## src/rtl/raster656_pkg.sv

```systemverilog
`timescale 1ns/1ps
package raster656_pkg;
   typedef enum logic [1:0] {
      SLOT_CB = 2'd0,
      SLOT_YA = 2'd1,
      SLOT_CR = 2'd2,
      SLOT_YB = 2'd3
   } slot_e;

   typedef enum logic {
      STD_525 = 1'b0,
      STD_625 = 1'b1
   } std_e;
endpackage

```

## src/rtl/rt_byte_counter.sv

```systemverilog
`timescale 1ns/1ps
module rt_byte_counter #(
   parameter int H_W   = 11,
   parameter int CPL_A = 1716,
   parameter int CPL_B = 1728
) (
   input  logic           clk,
   input  logic           rst_n,
   input  logic           std_sel,
   output logic [H_W-1:0] h_pos,
   output logic [H_W-1:0] h_next,
   output logic           line_step
);
   localparam logic [H_W-1:0] LAST_A = H_W'(CPL_A - 1);
   localparam logic [H_W-1:0] LAST_B = H_W'(CPL_B - 1);

   logic [H_W-1:0] last_pos;

   always_comb begin
      last_pos  = (std_sel == raster656_pkg::STD_625) ? LAST_B : LAST_A;
      // >= rather than == so a standard switch mid-line cannot run past the end
      line_step = (h_pos >= last_pos);
      h_next    = line_step ? '0 : h_pos + H_W'(1);
   end

   always_ff @(posedge clk or negedge rst_n) begin
      if (!rst_n) h_pos <= '0;
      else        h_pos <= h_next;
   end
endmodule

```

## src/rtl/rt_line_counter.sv

```systemverilog
`timescale 1ns/1ps
module rt_line_counter #(
   parameter int V_W        = 10,
   parameter bit INTERLACED = 1'b1
) (
   input  logic           clk,
   input  logic           rst_n,
   input  logic           line_step,
   input  logic [V_W-1:0] lines_total,
   output logic [V_W-1:0] line_pos,
   output logic           field
);
   logic [V_W:0]   line_inc;
   logic           frame_wrap;
   logic [V_W-1:0] line_nxt;

   always_comb begin
      line_inc   = {1'b0, line_pos} + (V_W+1)'(1);
      frame_wrap = (line_inc >= {1'b0, lines_total});
      line_nxt   = frame_wrap ? '0 : line_inc[V_W-1:0];
   end

   always_ff @(posedge clk or negedge rst_n) begin
      if (!rst_n)         line_pos <= '0;
      else if (line_step) line_pos <= line_nxt;
   end

   generate
      if (INTERLACED) begin : g_field
         logic [V_W-1:0] mid_line;
         logic           field_q;
         assign mid_line = lines_total >> 1;
         always_ff @(posedge clk or negedge rst_n) begin
            if (!rst_n)         field_q <= 1'b0;
            else if (line_step) field_q <= (line_nxt >= mid_line);
         end
         assign field = field_q;
      end else begin : g_progressive
         assign field = 1'b0;
      end
   endgenerate
endmodule

```

## src/rtl/rt_window_decode.sv

```systemverilog
`timescale 1ns/1ps
module rt_window_decode #(
   parameter int H_W  = 11,
   parameter int V_W  = 10,
   parameter int LEAD = 8
) (
   input  logic [H_W-1:0] h_pos,
   input  logic [V_W-1:0] line_pos,
   input  logic [H_W-2:0] hact_off_px,
   input  logic [H_W-1:0] hact_bytes,
   input  logic [V_W-1:0] vact_first,
   input  logic [V_W-1:0] vact_lines,
   output logic [H_W-1:0] h_start,
   output logic           h_blank,
   output logic           v_blank,
   output logic           act_en
);
   localparam logic [H_W:0] LEAD_W = (H_W+1)'(LEAD);

   logic [H_W:0] start_raw;
   logic [H_W:0] start_w;
   logic [H_W:0] end_w;
   logic [V_W:0] vend_w;
   logic         h_in;
   logic         v_in;

   always_comb begin
      start_raw = {1'b0, hact_off_px, 1'b0};
      start_w   = (start_raw >= LEAD_W) ? start_raw - LEAD_W : '0;
      end_w     = start_w + {1'b0, hact_bytes};
      h_in      = ({1'b0, h_pos} >= start_w) && ({1'b0, h_pos} < end_w);
      vend_w    = {1'b0, vact_first} + {1'b0, vact_lines};
      v_in      = ({1'b0, line_pos} >= {1'b0, vact_first}) && ({1'b0, line_pos} < vend_w);
      h_start   = start_w[H_W-1:0];
      h_blank   = ~h_in;
      v_blank   = ~v_in;
      act_en    = h_in & v_in;
   end
endmodule

```

## src/rtl/rt_slot_gen.sv

```systemverilog
`timescale 1ns/1ps
module rt_slot_gen #(
   parameter int H_W    = 11,
   parameter int SLOT_W = 2
) (
   input  logic              clk,
   input  logic              rst_n,
   input  logic [H_W-1:0]    h_next,
   input  logic [H_W-1:0]    h_start,
   output logic [SLOT_W-1:0] slot
);
   always_ff @(posedge clk or negedge rst_n) begin
      if (!rst_n)                  slot <= '0;
      else if (h_next == h_start)  slot <= '0;
      else                         slot <= slot + SLOT_W'(1);
   end
endmodule

```

## src/rtl/raster656_timing.sv

```systemverilog
`timescale 1ns/1ps
module raster656_timing #(
   parameter int H_W        = 11,
   parameter int V_W        = 10,
   parameter int CPL_A      = 1716,
   parameter int CPL_B      = 1728,
   parameter int LEAD       = 8,
   parameter bit INTERLACED = 1'b1
) (
   input  logic           clk,
   input  logic           rst_n,
   input  logic           std_sel,
   input  logic [V_W-1:0] lines_total,
   input  logic [V_W-1:0] vact_first,
   input  logic [V_W-1:0] vact_lines,
   input  logic [H_W-2:0] hact_off_px,
   input  logic [H_W-1:0] hact_bytes,
   output logic [H_W-1:0] h_pos,
   output logic [V_W-1:0] line_pos,
   output logic           h_blank,
   output logic           v_blank,
   output logic           field,
   output logic           act_en,
   output logic [1:0]     slot
);
   localparam int SLOT_W = $bits(raster656_pkg::slot_e);

   generate
      if (CPL_A > (1 << H_W) || CPL_B > (1 << H_W)) begin : g_bad_hw
         $error("H_W too narrow for clocks per line");
      end
      if (CPL_A < 4 || CPL_B < 4) begin : g_bad_cpl
         $error("clocks per line must be at least 4");
      end
      if (LEAD < 0) begin : g_bad_lead
         $error("LEAD must not be negative");
      end
   endgenerate

   logic [H_W-1:0] h_next;
   logic [H_W-1:0] h_start;
   logic           line_step;

   rt_byte_counter #(.H_W(H_W), .CPL_A(CPL_A), .CPL_B(CPL_B)) u_hcnt (
      .clk(clk), .rst_n(rst_n), .std_sel(std_sel),
      .h_pos(h_pos), .h_next(h_next), .line_step(line_step)
   );

   rt_line_counter #(.V_W(V_W), .INTERLACED(INTERLACED)) u_vcnt (
      .clk(clk), .rst_n(rst_n), .line_step(line_step),
      .lines_total(lines_total), .line_pos(line_pos), .field(field)
   );

   rt_window_decode #(.H_W(H_W), .V_W(V_W), .LEAD(LEAD)) u_win (
      .h_pos(h_pos), .line_pos(line_pos),
      .hact_off_px(hact_off_px), .hact_bytes(hact_bytes),
      .vact_first(vact_first), .vact_lines(vact_lines),
      .h_start(h_start), .h_blank(h_blank), .v_blank(v_blank), .act_en(act_en)
   );

   rt_slot_gen #(.H_W(H_W), .SLOT_W(SLOT_W)) u_slot (
      .clk(clk), .rst_n(rst_n), .h_next(h_next), .h_start(h_start), .slot(slot)
   );
endmodule

```

## config.mk

```make
export PLATFORM = sky130hd
export DESIGN_NAME = raster656_timing
export DESIGN_NICKNAME = d
export VERILOG_FILES = /design/src/rtl/raster656_pkg.sv /design/src/rtl/rt_byte_counter.sv /design/src/rtl/rt_line_counter.sv /design/src/rtl/rt_window_decode.sv /design/src/rtl/rt_slot_gen.sv /design/src/rtl/raster656_timing.sv
export SDC_FILE = /design/constraint.sdc
export NUM_CORES = 1
export LEC_CHECK = 0
export CORE_MARGIN = 3
export CORE_UTILIZATION = 49
export CTS_BUF_LIST = sky130_fd_sc_hd__clkbuf_8
export DETAILED_ROUTE_END_ITERATION = 10
export GPL_TIMING_DRIVEN = 1
export PLACE_DENSITY = 0.8
export SLEW_MARGIN = 20
export SYNTH_ARGS = -nofsm -noshare
export SYNTH_HDL_FRONTEND = slang
export SYNTH_SLANG_ARGS = --single-unit
```

## constraint.sdc

```tcl
create_clock -name clk -period 4.55 [get_ports clk]
set_input_delay 0.455 -clock clk [delete_from_list [all_inputs] [get_ports clk]]
set_output_delay 0.455 -clock clk [all_outputs]
set_load 0.005 [all_outputs]
```

==> impl_results.md <==
- Final ANT Viol Nets: 0
- WP data arrival: 4.43 ns
- Critical Path Sink Type: output port
- Worst skew pair latency: 0.29 ns
- Startpoint types: input port
- RSZ-0062 raised after global routing: yes
- Post-Syn Area per Cell: 8.49 um2
- Top FF cell, synth: dfrtp_1
- Status: complete, but fails checks
- Share of cells above drive strength 1: roughly 28%
- Critical path fanouts, max: 4
- Violated checks: setup timing
- Port Buffers: 80
- Synth cell types: 63
- Most frequent cell after synthesis: ha_1
- Sequential fraction of the synthesis area: 15.6%
- Largest net degree at the start of global routing: 25
- Max cap viols: 0
- Synth Warn #: 0
- Final Critical Period: 4.89 ns
- Starting Density: 51.6%
- Crit path required time: 4.09 ns
- Area of the multi-input gates: 3360 um2
- Slew Limit Fails: 0
- #FFs+latches synth: 24
- Routed wire per std cell: 20.1 um
- Final Hold Violating Endpoints: 0
- Ys async rst share: 100%
- Clock slew at reported path FFs: 0.10 ns
- First-pass GRT wire length: 21800 um
- # fillers: between 400 and 500
- # nets final: 769
- Synthesized instance count: about 450
- GR Overflow Total: 0
- Fmax: 0.205 GHz
- DR iter-0 viols: ~430
- Largest cells by area after synthesis: ha_1, dfrtp_1, inv_1
- Post-route core utilization: between 70% and 80%
- Cell Rows: 31
- Leak: 2.95 nW
- Die H: ~95 um
- DR vias/cell: approximately 6.3
- Worst-case clock skew: 0.00898 ns
- Die Wd: 94.6 um
- Top Ports: 81
- Share of the synthesized area in the top cell type: a little over a quarter
- Yosys top cell by area: ha_1
- CTS buffer count: 3
- Final WL: 14600 um
- Worst slew pin tran: slightly above 0.9 ns
- Worst vdd ir: ~0.00015 V
- GRT Resource Usage Total: 30.4%
- Worst Setup Slack, final: -0.340 ns
- H-tree Lvls: 1
- DP Wirelength: 9000 um
- TritonCTS Sinks: 24
- Final Cell Area: 5830 um2
- Sequential Area: 601 um2
- Gpl congestion: 0.939
- Synth Cell Area: 3840 um2
- Number of flops mapped to enable cells by yosys: 0
- Final setup vio count: 4
- DRT Pass-1 Iters: 7
- Initial antenna violation count: 0
- Slew HR: 38.8%
- Worst-case clock buffer depth: 2
- Core ar.: 7450 um2
- Antenna Cells: 0
- Vias in the first global route: 4579
- Syn Nets: 593
- DRC: 0
- CP Class: in2out
- Root Buffer: clkbuf_8
- CTS tree: built
- Hold_buf cts: 0
- Area grow syn2layout: 51.7%
- Vias: 4548
- Synth top cells by count: ha_1, inv_1, a21oi_1
- Hold Path Class: in2async
- DP Area: 5200 um2
- Fin crit share: 107%
- PD cells: 148 nW/um2
- Die area: 8950 um2
-- registers in the layout, indices dropped and copies added, names as in the netlist --
name / flops
u_slot.slot: 2
u_hcnt.h_pos: 11
u_vcnt.field: 1
u_vcnt.line_pos: 10
-- worst max-delay path, cell delays in order --
cell and delay, ns:
buf_6 0.09, or4_4 0.59, o21a_1 0.24, ha_4 0.17, fa_2 0.34, a21o_1 0.19, a21oi_2 0.19, buf_4 0.15
xnor2_2 0.12, ha_1 0.27, a21o_1 0.17, a21oi_2 0.17, o21bai_2 0.10, a2111oi_4 0.36, o31a_1 0.24, o31ai_4 0.08
buf_6 0.15, nor4b_4 0.18, buf_2 0.16
-- final cells by class --
class / count / area share (%)
multi-input cells: 375 / 57.6
well taps: 99 / 2.12
flip-flops and latches: 24 / 10.3
inverters: 49 / 3.15
clock buffers: 4 / 0.944
repair buffers: 176 / 25.9
-- path summary, 6_finish.rpt --
kind / start / end / slack (ns) / depth (start not counted)
worst max-delay path: hact_off_px[7] / act_en / -0.34 / 19
worst min-delay path: rst_n / u_hcnt.h_pos[0] / 0.15 / 1
worst max register to register: u_vcnt.line_pos[2] / u_vcnt.field / 0.51 / 18
worst min register to register: u_slot.slot[0] / u_slot.slot[0] / 0.48 / 1
max in group asynchronous: rst_n / u_slot.slot[0] / 4.02 / 1
min in group clk: u_slot.slot[0] / u_slot.slot[0] / 0.48 / 1
-- power breakdown --
| group | total (mW) | internal [mW] | switching, mW |
|---|---|---|---|
| sequential | 0.221 | 0.218 | 0.00359 |
| combinational | 0.489 | 0.260 | 0.229 |
| clock | 0.156 | 0.0777 | 0.0786 |
-- stage by stage --
stage | hold WS [ns] | worst slack (ns) | std cells | TNS (ns) | power [mW]
global route | 0.188 | -0.430 | 727 | -1.53 | 0.910
finish | 0.146 | -0.340 | 727 | -1.07 | 0.866
detailed placement | 0.466 | -1.07 | 687 | -2.09 | 0.579
global placement | 0.463 | -0.919 | 687 | -1.76 | 0.563
floorplan | 0.159 | 0.149 | 453 | 0 | 0.418
CTS | 0.485 | -0.139 | 719 | -0.170 | 0.798
-- logic make-up after synthesis --
logic type,after synthesis,synth area share (%)
adders and majority gates,86,28.4
xor gates and xnor gates,35,7.97
and+or+nand+nor,125,18.3
AOI/OAI and AO/OA,122,22.5
DFF,24,15.6
buffers and inverters,54,5.27
muxes,7,2.02
-- routing by layer --
layer	global-route usage [%]	share of wire [%]	vias up
met1	35.3	37	2129
met5	0	0	-
met3	6.22	7.8	107
met2	53.5	49	284
met4	14.2	5.7	0
li1	-	-	2028
-- cell usage in the layout (no fill, tap or decap), types with 17 or more instances in the layout --
cell / synthesis / layout
buf_4: 0 / 90
ha_1: 84 / 75
clkdlybuf4s50_1: 0 / 67
inv_1: 47 / 43
nor2_1: 25 / 25
a21oi_1: 32 / 24
dfrtp_1: 24 / 24
a21o_1: 18 / 18
xnor2_1: 18 / 17
xor2_1: 17 / 17
nand2_1: 18 / 17
-- repair_timing --
item / in CTS / in global routing
buffers inserted: 28 / 8
resized for setup: 79 / 32
setup endpoints to repair: 2 / 5
pin swaps: 30 / 30
endpoints found under the hold margin: 0 / 0
(Power assumes the default switching activity.)
